## src/rtl/lane_parity_pkg.sv

```systemverilog
package lane_parity_pkg;

    typedef enum logic {
        PAR_EVEN = 1'b0,
        PAR_ODD  = 1'b1
    } par_kind_e;

    typedef enum logic {
        MODE_CHECK = 1'b0,
        MODE_GEN   = 1'b1
    } lane_mode_e;

    function automatic logic [0:0] par_target(input par_kind_e kind);
        return (kind == PAR_ODD) ? 1'b1 : 1'b0;
    endfunction

endpackage

```

## src/rtl/lane_parity_mode.sv

```systemverilog
module lane_parity_mode
    import lane_parity_pkg::*;
(
    input  logic       cs_n,
    input  logic       en,
    input  logic       wr_dir,
    input  logic       mbx_sel,
    input  logic       gen_en,
    output lane_mode_e mode
);

    logic port_read;

    always_comb begin
        port_read = !cs_n && en && !wr_dir;
        if (port_read && mbx_sel && gen_en) begin
            mode = MODE_GEN;
        end else begin
            mode = MODE_CHECK;
        end
    end

endmodule

```

## src/rtl/lane_parity_tree.sv

```systemverilog
module lane_parity_tree
    import lane_parity_pkg::*;
#(
    parameter int DATA_W = 8
) (
    input  logic [DATA_W:0] lane,
    input  par_kind_e       kind,
    output logic            fail,
    output logic            par_bit
);

    logic data_xor;
    logic want;

    always_comb begin
        data_xor = ^lane[DATA_W-1:0];
        want     = par_target(kind);
        fail     = (data_xor ^ lane[DATA_W]) != want;
        par_bit  = data_xor ^ want;
    end

endmodule

```

## src/rtl/lane_parity_out.sv

```systemverilog
module lane_parity_out #(
    parameter int  WORD_W  = 36,
    parameter bit  REG_OUT = 1'b1
) (
    input  logic              clk,
    input  logic              rst_n,
    input  logic              err_n_d,
    input  logic [WORD_W-1:0] word_d,
    output logic              err_n_q,
    output logic [WORD_W-1:0] word_q
);

    generate
        if (REG_OUT) begin : g_reg
            always_ff @(posedge clk or negedge rst_n) begin
                if (!rst_n) begin
                    err_n_q <= 1'b1;
                    word_q  <= '0;
                end else begin
                    err_n_q <= err_n_d;
                    word_q  <= word_d;
                end
            end
        end else begin : g_wire
            logic unused_clk;
            assign unused_clk = clk ^ rst_n;
            assign err_n_q    = err_n_d;
            assign word_q     = word_d;
        end
    endgenerate

endmodule

```

## src/rtl/lane_parity_unit.sv

```systemverilog
module lane_parity_unit
    import lane_parity_pkg::*;
#(
    parameter int LANES   = 4,
    parameter int DATA_W  = 8,
    parameter bit REG_OUT = 1'b1
) (
    input  logic                             clk,
    input  logic                             rst_n,
    input  logic                             odd_sel,
    input  logic                             cs_n,
    input  logic                             en,
    input  logic                             wr_dir,
    input  logic                             mbx_sel,
    input  logic                             gen_en,
    input  logic [LANES-1:0]                 lane_valid,
    input  logic [LANES*(DATA_W+1)-1:0]      bus_in,
    input  logic [LANES*(DATA_W+1)-1:0]      mbx_data,
    output logic                             err_n,
    output logic [LANES*(DATA_W+1)-1:0]      gen_word
);

    localparam int LANE_W = DATA_W + 1;
    localparam int WORD_W = LANES * LANE_W;

    lane_mode_e        mode;
    par_kind_e         kind;
    logic [WORD_W-1:0] tree_in;
    logic [LANES-1:0]  lane_fail;
    logic [LANES-1:0]  lane_par;
    logic [WORD_W-1:0] word_d;
    logic              err_n_d;

    lane_parity_mode u_mode (
        .cs_n    (cs_n),
        .en      (en),
        .wr_dir  (wr_dir),
        .mbx_sel (mbx_sel),
        .gen_en  (gen_en),
        .mode    (mode)
    );

    assign kind    = odd_sel ? PAR_ODD : PAR_EVEN;
    // One set of trees: fed by the bus when checking, by the mailbox when generating.
    assign tree_in = (mode == MODE_GEN) ? mbx_data : bus_in;

    generate
        for (genvar i = 0; i < LANES; i++) begin : g_lane
            lane_parity_tree #(.DATA_W(DATA_W)) u_tree (
                .lane    (tree_in[i*LANE_W +: LANE_W]),
                .kind    (kind),
                .fail    (lane_fail[i]),
                .par_bit (lane_par[i])
            );

            always_comb begin
                unique case (mode)
                    MODE_GEN:   word_d[i*LANE_W +: LANE_W] =
                                    {lane_par[i], mbx_data[i*LANE_W +: DATA_W]};
                    MODE_CHECK: word_d[i*LANE_W +: LANE_W] =
                                    mbx_data[i*LANE_W +: LANE_W];
                    default:    word_d[i*LANE_W +: LANE_W] =
                                    mbx_data[i*LANE_W +: LANE_W];
                endcase
            end
        end
    endgenerate

    always_comb begin
        unique case (mode)
            MODE_GEN:   err_n_d = 1'b1;
            MODE_CHECK: err_n_d = ~|(lane_fail & lane_valid);
            default:    err_n_d = 1'b1;
        endcase
    end

    lane_parity_out #(.WORD_W(WORD_W), .REG_OUT(REG_OUT)) u_out (
        .clk     (clk),
        .rst_n   (rst_n),
        .err_n_d (err_n_d),
        .word_d  (word_d),
        .err_n_q (err_n),
        .word_q  (gen_word)
    );

endmodule

```

## config.mk

```make
export PLATFORM = sky130hd
export DESIGN_NAME = lane_parity_unit
export DESIGN_NICKNAME = d
export VERILOG_FILES = /design/src/rtl/lane_parity_pkg.sv /design/src/rtl/lane_parity_mode.sv /design/src/rtl/lane_parity_tree.sv /design/src/rtl/lane_parity_out.sv /design/src/rtl/lane_parity_unit.sv
export SDC_FILE = /design/constraint.sdc
export NUM_CORES = 1
export LEC_CHECK = 0
export BUFFER_PORTS_ARGS = -buffer_cell sky130_fd_sc_hd__buf_2
export CAP_MARGIN = 40
export CORE_UTILIZATION = 41
export CTS_CLUSTER_SIZE = 40
export DETAILED_ROUTE_END_ITERATION = 8
export GPL_TIMING_DRIVEN = 0
export PLACE_DENSITY_LB_ADDON = 0.08
export SYNTH_ARGS = -nofsm -noshare
export SYNTH_HDL_FRONTEND = slang
export SYNTH_SLANG_ARGS = --single-unit
```

## constraint.sdc

```tcl
create_clock -name clk -period 0.8 [get_ports clk]
set_input_delay 0.08 -clock clk [delete_from_list [all_inputs] [get_ports clk]]
set_output_delay 0.08 -clock clk [all_outputs]
set_load 0.005 [all_outputs]
```

==> results of run 1 <==
## synth_stat cells, drive strengths merged
master	n	area share [%]
xnor2	49	24
dfrtp	36	51
nand2	9	1.9
mux2i	6	4.1
xnor3	5	6.3
mux2	3	1.9
xor2	3	1.5
buf	2	0.91
nand2b	2	1.1
o21a	2	0.84
o21ai	2	0.56
a21o	1	0.42
a21oi	1	0.28
a311o	1	0.56
and2	1	0.35
and4	1	0.49
dfstp	1	1.5
inv	1	0.21
nand4b	1	0.49
nor2	1	0.21
nor3	1	0.28
o211ai	1	0.42
or2b	1	0.42
or3	1	0.63
## layer usage
| layer | up-vias | track usage (%) | share of wire [%] |
|---|---|---|---|
| li1 | 757 | - | - |
| met1 | 711 | 22.1 | 36 |
| met2 | 81 | 34.3 | 55 |
| met3 | 7 | 4.67 | 7.5 |
| met4 | 0 | 7.81 | 1.4 |
| met5 | - | 0 | 0 |
## cells by family (layout without fill, tap and decap cells)
group	count (synthesis)	after routing	synth area share, %
AOI/OAI and AO/OA	8	8	3.09
xor gates and xnor gates	57	57	31.9
DFF	37	37	52.0
buffers and inverters	3	168	1.12
and+or+nand+nor	18	18	5.90
muxes	9	9	5.97
## worst max path at each step
stage	start	slack [ps]	cells past startpoint	to
4_1_cts	cs_n	-610	9	u_out.err_n_q$_DFF_PN1_
2_1_floorplan	cs_n	-730	8	u_out.err_n_q$_DFF_PN1_
6_report	bus_in[14]	-640	8	u_out.err_n_q$_DFF_PN1_
3_5_place_dp	mbx_data[5]	-970	8	u_out.err_n_q$_DFF_PN1_
5_1_grt	bus_in[14]	-720	8	u_out.err_n_q$_DFF_PN1_
3_3_place_gp	mbx_data[5]	-980	8	u_out.err_n_q$_DFF_PN1_
## area by class of cell
type / instances / area share (%)
well taps: 50 / 1.95
flip-flops and latches: 37 / 28.8
multi-input cells: 92 / 32.4
clock buffers: 7 / 2.68
inverters: 1 / 0.117
repair buffers: 158 / 33.0
plain buffers: 2 / 1.09
## state kept, by name, indices dropped and copies added (netlist names)
name           cells
u_out.err_n_q      1
u_out.word_q      36
## report_power, final
part / internal (mW) / total [mW] / switching, mW
Combinational: 1.10 / 1.78 / 0.680
Clock: 0.683 / 1.31 / 0.624
Sequential: 2.00 / 2.03 / 0.0313
Total: 3.78 / 5.12 / 1.34
## repair_timing
| action | in CTS | in global routing |
|---|---|---|
| setup buffers | 6 | 1 |
| pin swaps | 12 | 19 |
| resized for setup | 20 | 31 |
| hold endpoints to repair | 68 | 36 |
| endpoints found under the setup margin | 42 | 42 |
## metrics by stage
stage	cells	power, mW	setup TNS, ps
after detailed placement	301	3.41	-3250
after global placement	301	3.39	-3190
after global routing	347	5.39	-5070
final	347	5.12	-3560
after CTS	346	4.97	-3610
after floorplan	132	2.93	-2240
==> flow_summary.ini, run 1 <==
[outcome]
status = finished, violations left
violations = hold timing, setup timing

[die]
core-area_mm2 = 0.00409
rows = 23
fp.dieW_um = 67.9
die_y_um = 67.9
initial_core_util_pct = 43.6
dieArea_mm2 = 0.00461
io-pin-count = 121

[drt]
drtPass1Iterations = 4
via_count = 1556
drc = 0
wirelength_um = 4570
viasPerCell = 4.48
ant_nets = 0
drtIter0Drc = 29
post_drt_wl_per_cell_um = 13.2

[worst_setup_path]
cp.required_ps = 1020
path_common_cell = xnor2_1
worstSetupStartpointType = input pin
path_max_fanout = 2
cp_slowest_cell = mux2_2
critPathTopFamily = XOR/XNOR gates
critPathBufInv = 1
critical_path_class = in2reg
end_kind = register
worst_path_largest_cell_delay_ps = 370
crit_chain = buf_6 > xnor2_2 > xnor2_1 > xnor2_1 > mux2_2 > and4_1 > a311o_1 > o21ai_1
arrival_ps = 1660

[clocking]
clockRootBuffer = clkbuf_8
cts_max_path_buffers = 2
cts_sinks = 37
cts_tree = built
cts_max_level = 2
clk_pin_slew_ps = 70
cts_hold_buf = 32
numCtsBuffers = 5

[grt]
grtUsageTotal_pct = 19.3
grt_max_degree = 38
grt_pass1_vias = 1399
antenna_found_initial = 0
grt_pass1_wl_um = 6420
grt_overflow_total = 0

[cells_and_area]
regArea_um2 = 927
final_core_util_pct = 78.7
antenna_cells = 0
multi_input_area_mm2 = 0.00104
post_route_cells_drive_above_1_share_pct = 56.6
fill_cells = 277
most-common-layout-cells = buf_2 (105), dfrtp_1 (36), dlygate4sd3_1 (32)
fin_nets = 381
final_common_cell = buf_2
design_area_mm2 = 0.00322
area_growth_pct = 80.5

[placed_design]
post-place-ws_ps = -967
place_hpwl_um = 2900
gp_congestion = 0.728
place_area_mm2 = 0.00246
port_buffers = 119

[worst_hold_path]
hp-class = in2async

[logic_synthesis]
synth_fp_nets = 216
synthCells = 132
ys_seq_elements = 37
postSynthAreaPerCell_um2 = 13.5
ys_warn_count = 0
yosysUniqueCellTypes = 28
syn_area_mm2 = 0.00178
yosysSeqAreaShare_pct = 52.0

[power]
power_density_mw_per_mm2 = 1590
p_leak_nw = 1.60
vdd_drop_max_v = 0.000806

[sta]
fmax_mhz = 693
finalWorstSetupSlack_ps = -644
hold_ws_ps = -118
tightest_slew_ps = 803
fin_crit_ps = 1440
finalHoldViolCount = 36
finalCritPeriodShare_pct = 180
rsz0062_at_grt = yes
slew_viol_final = 0
setup_viol = 42
relSlewSlack_pct = 46.5

[job]
maxCapViolCount = 0
Note: power is estimated with default switching activity, not from simulation.
==> run 2, diff against run 1 <==
--- a/config.mk
+++ b/config.mk
@@ -11,7 +11,7 @@
 export CTS_CLUSTER_SIZE = 40
 export DETAILED_ROUTE_END_ITERATION = 8
 export GPL_TIMING_DRIVEN = 0
-export PLACE_DENSITY_LB_ADDON = 0.08
+export PLACE_DENSITY = 0.85
 export SYNTH_ARGS = -nofsm -noshare
 export SYNTH_HDL_FRONTEND = slang
 export SYNTH_SLANG_ARGS = --single-unit
==> run 2 against run 1 <==
The run still ends with hold timing, setup timing left. Wire length rose by 5.1%. Clock power is 8% higher. Final area hardly changed. Total power grew 1.2%. Maximum frequency rose by 0.74%. Non-clock buffer count is 1 higher. First-iteration DRC count increased by 24%. Combinational power shrank 3%. Via count grew 2.8%. Critical path depth up 2. Die area unchanged. Worst hold slack improved by 0.95 ps.
==> flow_summary.ini, run 2 (synthesis results as in run 1) <==
[sta]
fin_crit_ps = 1430
slew_viol_final = 0
tightest_slew_ps = 806
finalWorstSetupSlack_ps = -633
setup_viol = 42
fmax_mhz = 698
finalCritPeriodShare_pct = 179
relSlewSlack_pct = 46.2
rsz0062_at_grt = yes
finalHoldViolCount = 36
hold_ws_ps = -117

[die]
initial_core_util_pct = 43.6
io-pin-count = 121
fp.dieW_um = 67.9
core-area_mm2 = 0.00409
die_y_um = 67.9
dieArea_mm2 = 0.00461
rows = 23

[worst_setup_path]
worstSetupStartpointType = input pin
worst_path_largest_cell_delay_ps = 410
end_kind = register
critPathTopFamily = simple AND/OR/NAND/NOR gates
critPathBufInv = 3
crit_start = cs_n
path_max_fanout = 5
critical_path_class = in2reg
cp.required_ps = 1020
cp_slowest_cell = or3_4
arrival_ps = 1650
crit_chain = buf_6 > nand2b_4 > or3_4 > buf_8 > buf_4 > mux2_2 > nand2_2 > a21o_1 > o211ai_1 > o21ai_1

[clocking]
cts_tree = built
cts_hold_buf = 32
numCtsBuffers = 5
cts_max_path_buffers = 2
clockRootBuffer = clkbuf_8
cts_max_level = 2
cts_sinks = 37
clk_pin_slew_ps = 70

[outcome]
violations = hold timing, setup timing
status = finished, violations left

[grt]
grt_pass1_vias = 1658
grtUsageTotal_pct = 21.1
grt_overflow_total = 0
grt_pass1_wl_um = 6950
antenna_found_initial = 0
grt_max_degree = 38

[power]
swShare_pct = 26.1
power_frac_comb_pct = 33.5
p_leak_nw = 1.60
pwr-share-seq_pct = 39.2
p_int_mw = 3.83
power.switching_mw = 1.35
power_density_mw_per_mm2 = 1610
vdd_drop_max_v = 0.000707
clkPwrFrac_pct = 27.3

[cells_and_area]
reg_top3 = u_out.word_q (36), u_out.err_n_q (1)
final_common_cell = buf_2
antenna_cells = 0
top_register = u_out.word_q
largest_reg_flops = 36
area_growth_pct = 80.3
most-common-layout-cells = buf_2 (105), dfrtp_1 (36), xnor2_1 (33)
final_cells = 349
fin_nets = 382
post_route_cells_drive_above_1_share_pct = 55.5
final_core_util_pct = 78.6

[placed_design]
dp.cells = 301
place_hpwl_um = 3080
gp_congestion = 0.715
port_buffers = 119

[drt]
wirelength_um = 4810
drtIter0Drc = 36
viasPerCell = 4.58
via_count = 1600
post_drt_wl_per_cell_um = 13.8
drtPass1Iterations = 5
ant_nets = 0
drc = 0

[job]
maxCapViolCount = 0

[worst_hold_path]
hp-class = in2async
==> run 2: cell type report <==
type | count | area (µm²)
inverters | 1 | 3.75
flip-flops and latches | 37 | 927
multi-input cells | 92 | 992
clock inverters | 1 | 5.00
well taps | 50 | 62.6
repair buffers | 159 | 1090
clock buffers | 7 | 96.3
fillers | 273 | 873
plain buffers | 2 | 35.0
==> run 2: worst paths after layout <==
path,slack (ps),cells past startpoint,to
setup / recovery,-630,10,u_out.err_n_q$_DFF_PN1_
hold / removal,-120,1,u_out.word_q[28]$_DFF_PN0_
max in group asynchronous,400,1,u_out.word_q[16]$_DFF_PN0_
min in group clk,20,3,u_out.word_q[26]$_DFF_PN0_
==> run 2: power groups by stage <==
stage / Sequential [mW] / Combinational [mW] / Clock (mW)
4_1_cts: 2.03 / 1.66 / 1.44
6_report: 2.03 / 1.73 / 1.41
3_5_place_dp: 2.06 / 1.37 / 0
2_1_floorplan: 2.08 / 0.844 / 0
3_3_place_gp: 2.05 / 1.34 / 0
5_1_grt: 2.04 / 1.87 / 1.52
==> run 2: timing repair <==
item / CTS / global route
pin swaps: 25 / 13
setup endpoints to repair: 42 / 42
resized for setup: 41 / 12
gates cloned: 1 / 0
hold endpoints to repair: 68 / 36
setup buffers: 6 / 1
==> run 2: metrics by stage <==
stage               total power, mW  cell area (µm²)  TNS, ps  setup slack, ps
floorplan                      2.93             1800    -2240             -725
global placement               3.39             2460    -3190             -966
detailed placement             3.43             2460    -3310             -993
CTS                            5.14             3140    -3850             -623
global route                   5.44             3210    -5310             -722
finish                         5.18             3210    -3740             -633
==> run 2: routing by layer <==
metal | part of all wire (%) | GRT usage (%) | vias up | wire length [µm]
li1 | - | - | 758 | -
met1 | 32 | 18.8 | 752 | 1550
met2 | 60 | 44.1 | 78 | 2880
met3 | 5.5 | 3.67 | 12 | 262
met4 | 2.5 | 9.11 | 0 | 118
met5 | 0 | 0 | - | 0
==> run 3, diff against run 2 <==
--- a/config.mk
+++ b/config.mk
@@ -7,6 +7,8 @@
 export LEC_CHECK = 0
 export BUFFER_PORTS_ARGS = -buffer_cell sky130_fd_sc_hd__buf_2
 export CAP_MARGIN = 40
+export CORE_ASPECT_RATIO = 1.25
+export CORE_MARGIN = 4
 export CORE_UTILIZATION = 41
 export CTS_CLUSTER_SIZE = 40
 export DETAILED_ROUTE_END_ITERATION = 8
==> run 3 against run 2 <==
The flow still finishes with violations (hold timing, setup timing). Maximum frequency decreased by 8.5%. Sequential cell count unchanged. Worst setup slack got worse by 130 ps. Global-route usage decreased by 3.4 points. Clock-buffer cell count decreased by 1. Final area decreased by 1.4%. Critical endpoint unchanged. Largest power group unchanged. Highest routed layer unchanged.
==> flow_summary.ini, run 3 (synthesis results as in run 1) <==
[placed_design]
place_hpwl_um = 3440
post-place-ws_ps = -1030
port_buffers = 119
gp_congestion = 0.752

[worst_setup_path]
path_max_fanout = 2
crit_chain = buf_2 > xnor2_1 > xnor2_1 > xnor2_1 > mux2_2 > and4_1 > a311o_1 > o21ai_1
end_kind = register
cp_slowest_cell = mux2_2
critPathBufInv = 1
cp.required_ps = 1010
critPathTopFamily = XOR/XNOR gates
critical_path_class = in2reg
worstSetupStartpointType = input pin
worst_path_largest_cell_delay_ps = 370
path_common_cell = xnor2_1
arrival_ps = 1780

[power]
pwr-share-seq_pct = 40.8
clkPwrFrac_pct = 24.3
swShare_pct = 26.5
vdd_drop_max_v = 0.000880
power_frac_comb_pct = 34.9
p_leak_nw = 1.57
p_int_mw = 3.66
power.switching_mw = 1.32
power_density_mw_per_mm2 = 1570

[sta]
fin_setup_tns_ps = -3460
rsz0062_at_grt = yes
setup_viol = 42
tightest_slew_ps = 794
finalWorstSetupSlack_ps = -767
relSlewSlack_pct = 47.1
hold_ws_ps = -123
fin_crit_ps = 1570
finalCritPeriodShare_pct = 196
slew_viol_final = 0
fmax_mhz = 638
finalHoldViolCount = 36

[drt]
drc = 0
wirelength_um = 5070
via_count = 1555
viasPerCell = 4.43
drtIter0Drc = 9
post_drt_wl_per_cell_um = 14.4
drtPass1Iterations = 4
ant_nets = 0

[grt]
grt_pass1_wl_um = 7100
antenna_found_initial = 0
grt_pass1_vias = 1674
grt_overflow_total = 0
grtUsageTotal_pct = 17.7
grt_max_degree = 38

[cells_and_area]
reg_top3 = u_out.word_q (36), u_out.err_n_q (1)
fill_cells = 278
fin_nets = 378
area_growth_pct = 77.9
final_common_cell = buf_2
regArea_um2 = 927
top_register = u_out.word_q
multi_input_area_mm2 = 0.00102
antenna_cells = 0
largest_reg_flops = 36
post_route_cells_drive_above_1_share_pct = 55.9
most-common-layout-cells = buf_2 (105), dfrtp_1 (36), dlygate4sd3_1 (32)

[clocking]
clockRootBuffer = clkbuf_8
cts_max_level = 2
cts_hold_buf = 32
cts_max_path_buffers = 2
clk_pin_slew_ps = 70
cts_tree = built
cts_sinks = 37
numCtsBuffers = 5

[job]
maxCapViolCount = 0

[die]
io-pin-count = 121
dieArea_mm2 = 0.00547
rows = 26
die_y_um = 81.7
fp.dieW_um = 67.0
core-area_mm2 = 0.00413
initial_core_util_pct = 43.1

[outcome]
violations = hold timing, setup timing
status = finished, violations left

[worst_hold_path]
hp-class = in2async
run 3: cell types whose count changed in the layout (fill, tap and decap cells not counted), moves of 2 or more:
cell      delta
buf_4        -2
clkbuf_8     -2
mux2i_2      +2
xnor2_1      -4
xnor2_2      +3
run 3: metal layers:
layer / global-route usage, % / up-vias / wire (µm)
li1: - / 751 / -
met1: 16.5 / 717 / 1520
met2: 36.3 / 76 / 3070
met3: 2.60 / 11 / 344
met4: 8.11 / 0 / 136
met5: 0 / - / 0
run 3: final timing paths:
check                                        endpoint    startpoint  cells past startpoint  slack [ps]
max in group asynchronous  u_out.word_q[10]$_DFF_PN0_         rst_n                      1         410
min in group clk           u_out.word_q[26]$_DFF_PN0_  mbx_data[26]                      3          30
worst min-delay path        u_out.word_q[0]$_DFF_PN0_         rst_n                      1        -120
worst max-delay path          u_out.err_n_q$_DFF_PN1_    bus_in[13]                      8        -770
run 3: repair_timing:
action / in CTS / in global routing
pin swaps: 16 / 19
endpoints found under the setup margin: 42 / 42
gates resized for setup: 21 / 26
endpoints found under the hold margin: 68 / 36
buffers inserted: 3 / 2
run 3: through the flow:
stage / utilization (%) / cells / total power [mW] / hold WS, ps / area [µm²]
final: 76.7 / 351 / 4.97 / -123 / 3170
after global routing: 76.7 / 351 / 5.23 / -59.5 / 3170
after CTS: 72.7 / 350 / 4.84 / -105 / 3000
after detailed placement: 59.7 / 307 / 3.43 / 204 / 2460
after global placement: 59.7 / 307 / 3.40 / 192 / 2460
after floorplan: - / 132 / 2.93 / -216 / 1800
run 3: cell type report:
cell class,count,share of cell area [%]
repair buffers,155,32.8
multi-input cells,92,32.3
flip-flops and latches,37,29.3
clock buffers,6,2.29
well taps,56,2.21
plain buffers,2,0.711
clock inverters,2,0.316
inverters,1,0.118
run 3: power groups by stage:
stage / registers [mW] / clock network [mW] / logic (mW)
floorplan: 2.08 / 0 / 0.844
global placement: 2.05 / 0 / 1.34
detailed placement: 2.06 / 0 / 1.37
CTS: 2.03 / 1.23 / 1.59
global route: 2.04 / 1.32 / 1.87
finish: 2.03 / 1.21 / 1.74
